## config.mk

```make
export PLATFORM = sky130hd
export DESIGN_NAME = seg_xlate_top
export DESIGN_NICKNAME = d
export VERILOG_FILES = /design/src/rtl/seg_map_pkg.sv /design/src/rtl/seg_desc_file.sv /design/src/rtl/seg_check.sv /design/src/rtl/seg_xlate_top.sv
export SDC_FILE = /design/constraint.sdc
export NUM_CORES = 1
export LEC_CHECK = 0
export CAP_MARGIN = 5
export CORE_ASPECT_RATIO = 0.5
export CORE_MARGIN = 2
export CORE_UTILIZATION = 53
export CTS_CLUSTER_DIAMETER = 30
export DETAILED_ROUTE_END_ITERATION = 7
export PLACE_DENSITY = 0.78
export SLEW_MARGIN = 25
export SYNTH_ARGS = -nofsm -noshare
export SYNTH_HDL_FRONTEND = slang
export SYNTH_SLANG_ARGS = --single-unit
```

## constraint.sdc

```tcl
create_clock -name clk -period 2.7 [get_ports clk]
set_input_delay 0.405 -clock clk [delete_from_list [all_inputs] [get_ports clk]]
set_output_delay 0.405 -clock clk [all_outputs]
set_load 0.005 [all_outputs]
```

## src/rtl/seg_map_pkg.sv

```systemverilog
package seg_map_pkg;

    // Result codes; numeric values are visible on rsp_fault.
    typedef enum logic [1:0] {
        FLT_NONE  = 2'd0,
        FLT_LIMIT = 2'd1,
        FLT_PROT  = 2'd2,
        FLT_SEG   = 2'd3
    } fault_e;

endpackage

```

## src/rtl/seg_desc_file.sv

```systemverilog
module seg_desc_file #(
    parameter int SEG_W = 3,
    parameter int N_SEG = 6,
    parameter int OFF_W = 12,
    parameter int PA_W  = 16
) (
    input  logic             clk,
    input  logic             rst_n,
    input  logic             wr_en,
    input  logic [SEG_W-1:0] wr_idx,
    input  logic [PA_W-1:0]  wr_base,
    input  logic [OFF_W-1:0] wr_limit,
    input  logic             wr_present,
    input  logic             wr_rdonly,
    input  logic [SEG_W-1:0] rd_idx,
    output logic [PA_W-1:0]  rd_base,
    output logic [OFF_W-1:0] rd_limit,
    output logic             rd_present,
    output logic             rd_rdonly
);

    typedef struct packed {
        logic [PA_W-1:0]  base;
        logic [OFF_W-1:0] limit;
        logic             present;
        logic             rdonly;
    } desc_t;

    desc_t desc_d [N_SEG];
    desc_t desc_q [N_SEG];
    desc_t rd_sel;

    always_comb begin
        for (int i = 0; i < N_SEG; i++) begin
            desc_d[i] = desc_q[i];
            if (wr_en && (int'(wr_idx) == i)) begin
                desc_d[i] = '{base: wr_base, limit: wr_limit,
                              present: wr_present, rdonly: wr_rdonly};
            end
        end
    end

    always_ff @(posedge clk or negedge rst_n) begin
        if (!rst_n) begin
            for (int i = 0; i < N_SEG; i++) desc_q[i] <= '0;
        end else begin
            for (int i = 0; i < N_SEG; i++) desc_q[i] <= desc_d[i];
        end
    end

    // Unimplemented numbers read back as an absent, all-zero entry.
    always_comb begin
        rd_sel = '0;
        for (int i = 0; i < N_SEG; i++) begin
            if (int'(rd_idx) == i) rd_sel = desc_q[i];
        end
    end

    assign rd_base    = rd_sel.base;
    assign rd_limit   = rd_sel.limit;
    assign rd_present = rd_sel.present;
    assign rd_rdonly  = rd_sel.rdonly;

    // an in-range write is visible on the read side from the next cycle.
    p_write_lands_r8: assert property (@(posedge clk) disable iff (!rst_n)
        (wr_en && (int'(wr_idx) < N_SEG)) |=>
            ((rd_idx != $past(wr_idx)) ||
             ((rd_base == $past(wr_base)) && (rd_limit == $past(wr_limit)) &&
              (rd_present == $past(wr_present)) && (rd_rdonly == $past(wr_rdonly)))));

endmodule

```

## src/rtl/seg_check.sv

```systemverilog
module seg_check
    import seg_map_pkg::*;
#(
    parameter int OFF_W = 12,
    parameter int PA_W  = 16
) (
    input  logic [PA_W-1:0]  base,
    input  logic [OFF_W-1:0] limit,
    input  logic             present,
    input  logic             rdonly,
    input  logic [OFF_W-1:0] off,
    input  logic             is_write,
    output fault_e           fault,
    output logic [PA_W-1:0]  paddr
);

    // Priority: missing segment, then bound, then protection.
    always_comb begin
        if (!present) begin
            fault = FLT_SEG;
        end else if (off >= limit) begin
            fault = FLT_LIMIT;
        end else if (is_write && rdonly) begin
            fault = FLT_PROT;
        end else begin
            fault = FLT_NONE;
        end
        paddr = (fault == FLT_NONE) ? (base + PA_W'(off)) : '0;
    end

endmodule

```

## src/rtl/seg_xlate_top.sv

```systemverilog
module seg_xlate_top
    import seg_map_pkg::*;
#(
    parameter int SEG_W = 3,
    parameter int N_SEG = 6,
    parameter int OFF_W = 12,
    parameter int PA_W  = 16
) (
    input  logic             clk,
    input  logic             rst_n,
    input  logic             wr_en,
    input  logic [SEG_W-1:0] wr_idx,
    input  logic [PA_W-1:0]  wr_base,
    input  logic [OFF_W-1:0] wr_limit,
    input  logic             wr_present,
    input  logic             wr_rdonly,
    input  logic             req_valid,
    input  logic [SEG_W-1:0] req_seg,
    input  logic [OFF_W-1:0] req_off,
    input  logic             req_write,
    output logic             rsp_valid,
    output logic [1:0]       rsp_fault,
    output logic [PA_W-1:0]  rsp_paddr
);

    typedef struct packed {
        logic            valid;
        fault_e          fault;
        logic [PA_W-1:0] paddr;
    } rsp_t;

    logic [PA_W-1:0]  rd_base;
    logic [OFF_W-1:0] rd_limit;
    logic             rd_present;
    logic             rd_rdonly;
    fault_e           chk_fault;
    logic [PA_W-1:0]  chk_paddr;
    rsp_t             rsp_d;
    rsp_t             rsp_q;

    seg_desc_file #(
        .SEG_W(SEG_W), .N_SEG(N_SEG), .OFF_W(OFF_W), .PA_W(PA_W)
    ) u_desc (
        .clk        (clk),
        .rst_n      (rst_n),
        .wr_en      (wr_en),
        .wr_idx     (wr_idx),
        .wr_base    (wr_base),
        .wr_limit   (wr_limit),
        .wr_present (wr_present),
        .wr_rdonly  (wr_rdonly),
        .rd_idx     (req_seg),
        .rd_base    (rd_base),
        .rd_limit   (rd_limit),
        .rd_present (rd_present),
        .rd_rdonly  (rd_rdonly)
    );

    seg_check #(.OFF_W(OFF_W), .PA_W(PA_W)) u_check (
        .base     (rd_base),
        .limit    (rd_limit),
        .present  (rd_present),
        .rdonly   (rd_rdonly),
        .off      (req_off),
        .is_write (req_write),
        .fault    (chk_fault),
        .paddr    (chk_paddr)
    );

    always_comb begin
        rsp_d = '0;
        if (req_valid) begin
            rsp_d.valid = 1'b1;
            rsp_d.fault = chk_fault;
            rsp_d.paddr = chk_paddr;
        end
    end

    always_ff @(posedge clk or negedge rst_n) begin
        if (!rst_n) rsp_q <= '0;
        else        rsp_q <= rsp_d;
    end

    assign rsp_valid = rsp_q.valid;
    assign rsp_fault = rsp_q.fault;
    assign rsp_paddr = rsp_q.paddr;

    // one-cycle latency, quiet output after an idle cycle.
    p_latency_r6: assert property (@(posedge clk) disable iff (!rst_n)
        req_valid |=> rsp_valid);
    p_idle_r6: assert property (@(posedge clk) disable iff (!rst_n)
        !req_valid |=> (!rsp_valid && (rsp_fault == 2'd0) && (rsp_paddr == '0)));

    // absent or unimplemented segment.
    p_seg_r5: assert property (@(posedge clk) disable iff (!rst_n)
        (req_valid && !rd_present) |=> ((rsp_fault == 2'd3) && (rsp_paddr == '0)));

    // bound check, ahead of protection.
    p_limit_r3: assert property (@(posedge clk) disable iff (!rst_n)
        (req_valid && rd_present && (req_off >= rd_limit)) |=>
            ((rsp_fault == 2'd1) && (rsp_paddr == '0)));

    // write to read-only segment.
    p_ro_write_r4: assert property (@(posedge clk) disable iff (!rst_n)
        (req_valid && rd_present && (req_off < rd_limit) && req_write && rd_rdonly) |=>
            ((rsp_fault == 2'd2) && (rsp_paddr == '0)));

    // legal access maps to base plus offset.
    p_map_r2: assert property (@(posedge clk) disable iff (!rst_n)
        (req_valid && rd_present && (req_off < rd_limit) && !(req_write && rd_rdonly)) |=>
            ((rsp_fault == 2'd0) &&
             (rsp_paddr == PA_W'($past(rd_base) + PA_W'($past(req_off))))));

endmodule

```

==> reports/metrics.csv, run 1 <==
metric,value,unit
outcome,"finished, violations left",
failing checks,negative setup slack,
Worst Setup Start Kind,flop,
Post-synth ARST share,100,%
crit path DAT,3.38,ns
hpwl dp,16300,µm
Hold Crit Start,req_valid,
Area Growth Syn to Fin,29.9,%
WHS,0.489,ns
net count after synthesis,786,
"Hold Violations, Final",0,
Netlist cell types,49,
top sig layer,met4,
Post-Synthesis Cell Area,9500,µm²
WL/cell,23.1,µm
Total GRT Usage,27.8,%
core area,17400,µm²
# rows,34,
Min-Delay Path Class,primary input to flop,
I/O pin count,72,
IO buf count,71,
CTS buffer count,17,
"Design Area, Final",12300,µm²
clock latency on the worst-skew pair,0.44,ns
Syn Inst Count,708,
Worst VDD drop,0.000484,V
Final setup violation count,16,
starting density of the core,54.5,%
Tcrit/Tclk final,113,%
final setup margin,-0.345,ns
Crit Path Category,flop to flop,
max incr delay on CP,0.53,ns
CTS sink count,199,
"Slew Viols, Final",0,
NumNets Final,951,
unrepaired setup endpoints after global routing,true,
post-layout util,70.8,%
CTS tree,built,
crit path launch,u_desc.desc_q[74],
Slew HR,56.8,%
minimum clock period,3.04,ns
Max Freq,328,MHz
largest net degree at the start of global routing,77,
antenna-violating nets left,0,
Synth warnings,0,
CTS Root Cell,clkbuf_16,
pre-CTS WS,-1.07,ns
Max Cap Violations,0,
vias in the first global route,7267,
CP Data Required Time,3.03,ns
share of cells above drive strength 1,46.0,%
Synth Register Bits,199,
Least-Margin Pin Slew,0.648,ns
Overall Power,8.93,mW
Synth top cells by count,"dfrtp_1 (199), mux2_2 (187), mux2i_1 (37)",
DRC viols,0,
met2 wire len,12200,µm
clock slew at reported path FFs,0.08,ns
DR vias,6878,
DR vias/cell,6.15,
leakage,5.33,nW
placed cells,1071,
Congestion Overflow GR,0,
Pwr Density,724,nW/µm²
setup tns final,-3.56,ns
die area,19100,µm²
first-pass GRT wire length,40600,µm
fill count,1166,
worst-case clock buffer depth,2,
RD Place Congestion,0.889,
Yosys top cell by area,dfrtp_1,
Post-Route WL,25800,µm
Synth area leaders,"dfrtp_1 (52%), mux2_2 (22%), mux2i_1 (3.9%), ha_1 (3.2%), mux4_2 (3.1%)",
"Seq/Total Area, Yosys",52.4,%
slowest CP cell,mux4_2,
Die Wd,193,µm
Crit Path Max Fanout,3,
H-tree levels,4,
Placed Area,11200,µm²
routed length on met3,1920,µm
non-filler instance count after layout,1119,
Worst Skew,0.0103,ns
Post-synth top flop,dfrtp_1,
initial antenna violation count,0,
Reg-to-Reg Start,u_desc.desc_q[74],
CP cell instances,mux4_2 > o2bb2ai_4 > ha_4 > fa_2 > a211oi_2 > o21bai_1 > buf_4 > a211o_1 > a21oi_2 > xnor2_2 > nor2_2,
type of destination of the critical path,flop,
Antenna Cells,0,
syn_area_per_cell,13.4,µm²
number of synthesized flops with an enable pin,0,
Die Y,98.7,µm
M1 wire length,11100,µm
top-count cell post-synth,dfrtp_1,
initial drt markers,592,
post-synth top area share,52.4,%
drt pass-1 iters,8,
-- layout by cell type (no fill, tap or decap), types with 4 or more instances in the layout --
cell / synthesis / layout
a211oi_2: 0 / 4
a21o_1: 5 / 5
a21oi_1: 23 / 14
a21oi_2: 0 / 7
a222oi_1: 7 / 7
buf_12: 0 / 11
buf_4: 0 / 93
buf_6: 3 / 6
clkbuf_16: 0 / 17
clkdlybuf4s50_1: 0 / 67
dfrtp_1: 199 / 199
ha_1: 24 / 16
ha_4: 0 / 8
inv_1: 9 / 8
inv_8: 0 / 4
mux2_2: 187 / 186
mux2i_1: 37 / 36
mux4_2: 13 / 13
nand2_1: 29 / 28
nand2b_1: 4 / 4
nand3_1: 4 / 4
nor2_1: 22 / 19
nor2_2: 10 / 4
nor2_4: 0 / 9
o21ai_0: 23 / 16
o21ai_1: 0 / 6
o2bb2ai_1: 6 / 4
xor2_1: 5 / 4
-- registers in the layout, indices dropped and copies added (netlist names) --
signal and flops:
rsp_fault 2, u_desc.desc_q 180, rsp_valid 1, rsp_paddr 16
-- critical path, delay by kind of cell (launching register included) --
kind | cells | cell delay (ns)
AO/OA/AOI/OAI | 5 | 1.07
XOR/XNOR | 1 | 0.13
adder cells (fa/ha/maj) | 2 | 0.56
buffers and inverters | 1 | 0.18
flip-flops | 1 | 0.43
multiplexers | 1 | 0.53
AND/OR/NAND/NOR | 1 | 0.05
-- logic make-up after synthesis --
kind of cell	Yosys count	share of synthesized area (%)
mux	237	29.1
flops	199	52.4
compound gates	98	7.05
simple gates	94	5.04
buf+inv	46	2.15
fa+ha+maj	25	3.37
xor+xnor	9	0.830
-- final cells by class --
type | count | area [µm²] | area share [%]
Clock buffer | 17 | 425 | 3.45
Clock inverter | 14 | 156 | 1.27
Inverter | 9 | 33.8 | 0.274
Multi-Input combinational cell | 463 | 4700 | 38.1
Sequential cell | 199 | 4980 | 40.3
Tap cell | 234 | 293 | 2.37
Timing Repair Buffer | 183 | 1750 | 14.2
-- power by group --
part | internal [mW] | leakage (nW) | switching (mW)
registers | 3.59 | 2.42 | 0.332
logic | 1.34 | 2.63 | 1.12
clock network | 1.31 | 0.285 | 1.23
total | 6.25 | 5.33 | 2.68
-- per-layer routing --
metal	vias up	GRT usage, %
met5	-	0
met4	0	9.40
met3	55	5.85
met2	272	45.5
met1	3597	37.4
li1	2954	-
-- path summary, 6_finish.rpt --
path / endpoint / slack, ns / cells after the start
max: rsp_paddr[12] / -0.34 / 11
min reg2reg: u_desc.desc_q[27] / 0.51 / 1
min: rsp_valid / 0.49 / 1
max reg2reg: rsp_paddr[12] / -0.34 / 11
max in group asynchronous: u_desc.desc_q[134] / 1.40 / 3
min in group asynchronous: u_desc.desc_q[49] / 0.50 / 2
-- repair_timing --
item                                    in CTS  in global routing
endpoints found under the hold margin       32                  0
pin swaps                                   23                  9
endpoints found under the setup margin      18                 16
setup buffers                               13                  4
hold buffers                                 1                  0
gates cloned                                 2                  0
resized for setup                           54                 23
Power figures use the tool's default switching activity.
==> run 2, diff against run 1 <==
RECOVER_POWER = 50   (was unset)
==> run 2 against run 1 <==
  * The flow finishes with violations (max-capacitance violations, max-slew violations, negative setup slack)
  * Global-route usage unchanged
  * Sequential cell count is the same
  * Highest routed layer unchanged
  * Register-to-register slack barely moved
  * Via count fell by 0.32%
  * Sequential power is essentially flat
  * Wire length down 0.21%
  * Final area fell by 0.26%
  * Utilization shrank 0.19 points
  * Final cell count is the same
  * Clock skew barely moved
  * Non-clock buffer count unchanged
  * Hold slack improved by 0.016 ns
==> reports/metrics.csv, run 2 (synthesis gave the netlist of run 1 again) <==
metric,value,unit,change
Hold Crit Start,u_desc.desc_q[27],,
DR vias,6856,,-0.32%
Worst VDD drop,0.000470,V,-2.8%
CP Data Required Time,3.02,ns,about the same
CTS sink count,199,,unchanged
worst-case clock buffer depth,2,,unchanged
I/O pin count,72,,unchanged
CTS Root Cell,clkbuf_16,,
Die Y,98.7,µm,unchanged
NumNets Final,951,,unchanged
Pwr Density,724,nW/µm²,about the same
CP cell instances,mux4_2 > o2bb2ai_4 > ha_4 > fa_2 > a211oi_2 > o21bai_1 > buf_4 > a211o_1 > a21oi_2 > xnor2_2 > nor2_2,,
H-tree levels,4,,unchanged
clock latency on the worst-skew pair,0.43,ns,about the same
first-pass GRT wire length,40600,µm,unchanged
"leading cell types in the layout, fill and taps excluded","dfrtp_1 (199), mux2_2 (186), buf_4 (93)",,
slowest CP cell,mux4_2,,
# rows,34,,unchanged
Congestion Overflow GR,0,,unchanged
failing checks,"max-capacitance violations, max-slew violations, negative setup slack",,
starting density of the core,54.5,%,unchanged
share of cells above drive strength 1,46.0,%,unchanged
Tcrit/Tclk final,112,%,-0.28 points
Crit Path Category,flop to flop,,
drt pass-1 iters,6,,-2
hpwl dp,16300,µm,unchanged
"Hold Violations, Final",0,,unchanged
FF-to-FF End,rsp_paddr[12],,
Worst Setup Start Kind,flop,,
largest net degree at the start of global routing,77,,unchanged
crit path DAT,3.36,ns,-0.02 ns
Post-Route WL,25800,µm,-0.21%
final setup margin,-0.337,ns,+0.00758 ns
Crit Path Max Fanout,3,,unchanged
"Slew Viols, Final",62,,+62
DRC viols,0,,unchanged
Max Cap Violations,1,,+1
placed cells,1071,,unchanged
outcome,"finished, violations left",,
initial drt markers,612,,+3.4%
Reg-to-Reg Start,u_desc.desc_q[74],,
type of destination of the critical path,flop,,
DR vias/cell,6.13,,-0.32%
core area,17400,µm²,unchanged
vias in the first global route,7267,,unchanged
Min-Delay Path Class,flop to flop,,
worst hold stages,1,,unchanged
crit path launch,u_desc.desc_q[74],,
initial antenna violation count,0,,unchanged
WL/cell,23.0,µm,-0.21%
Antenna Cells,0,,unchanged
Max Freq,329,MHz,+0.25%
CTS buffer count,17,,unchanged
RD Place Congestion,0.889,,unchanged
Die Wd,193,µm,unchanged
clock slew at reported path FFs,0.08,ns,about the same
"most common cell after layout, fill and taps aside",dfrtp_1,,
Worst Skew,0.0106,ns,+0.000372 ns
antenna-violating nets left,0,,unchanged
minimum clock period,3.04,ns,-0.00758 ns
Area Growth Syn to Fin,29.6,%,
non-filler instance count after layout,1119,,unchanged
IO buf count,71,,unchanged
fill count,1169,,+0.26%
Slew HR,-7.98,%,-65 points
max reg flops,180,,unchanged
leakage,5.32,nW,-0.21%
Hold Path End,u_desc.desc_q[27],,
Reg2Reg Depth,11,,unchanged
max incr delay on CP,0.53,ns,about the same
Least-Margin Pin Slew,1.62,ns,+0.972 ns
r2r setup slk,-0.34,ns,about the same
largest register by flop count,u_desc.desc_q,,
Overall Power,8.92,mW,-0.19%
die area,19100,µm²,unchanged
Final setup violation count,16,,unchanged
unrepaired setup endpoints after global routing,true,,
CTS tree,built,,
Total GRT Usage,27.8,%,unchanged
run 2: changes by cell type in the layout (fill, tap and decap cells not counted):
cell and delta:
buf_12 -2, buf_6 +1, clkbuf_2 +2, clkbuf_8 -1, clkdlybuf4s50_1 -1, dlygate4sd3_1 +1
run 2: repair_timing:
action | CTS | global route
resized for setup | 54 | 23
setup buffers | 13 | 4
endpoints found under the setup margin | 18 | 16
cloned | 2 | 0
hold buffers | 1 | 0
pin swaps | 23 | 9
endpoints found under the hold margin | 32 | 0
run 2: worst max path at each step:
| stage | to | cells after the start |
|---|---|---|
| floorplan | rsp_paddr[14] | 16 |
| global placement | rsp_paddr[15] | 12 |
| detailed placement | rsp_paddr[4] | 12 |
| CTS | rsp_paddr[12] | 11 |
| global route | rsp_paddr[12] | 11 |
| finish | rsp_paddr[12] | 11 |
run 2: final cells by class:
class                      instances  area (µm²)  area share [%]
sequential                       199        4980            40.5
multi-input combinational        463        4700            38.2
timing repair buffer             183        1720            14.0
clock buffer                      17         425            3.46
tap                              234         293            2.38
clock inverter                    14         156            1.27
inverter                           9        33.8           0.274
run 2: per-stage QoR:
stage	setup WS, ns	area, µm²	setup TNS [ns]	utilization [%]	hold WS, ns
after floorplan	-0.347	9600	-5.11	-	0.109
after global placement	-0.881	11200	-13.61	64.3	0.414
after detailed placement	-1.07	11200	-15.29	64.3	0.424
after CTS	-0.116	12200	-0.305	70.0	0.494
after global routing	-0.447	12300	-4.21	70.6	0.516
final	-0.337	12300	-3.54	70.6	0.505
run 2: where the power goes:
part	leakage, nW	switching (mW)	internal, mW
Combinational	2.61	1.12	1.34
Sequential	2.42	0.332	3.59
Clock	0.285	1.22	1.31
Total	5.32	2.67	6.25
run 2: per-layer routing:
layer	track usage (%)	routed length, µm	vias up
li1	-	-	2959
met1	37.4	11200	3578
met2	45.5	12200	258
met3	5.85	1690	61
met4	9.40	635	0
met5	0	0	-
run 2: worst max-delay path: cells and delay by family, from the launching register on:
family / cells / cell delay (ns)
adder cells (fa/ha/maj): 2 / 0.56
buffers and inverters: 1 / 0.17
AO/OA/AOI/OAI: 5 / 1.07
XOR/XNOR: 1 / 0.13
AND/OR/NAND/NOR: 1 / 0.05
flip-flops: 1 / 0.42
multiplexers: 1 / 0.53
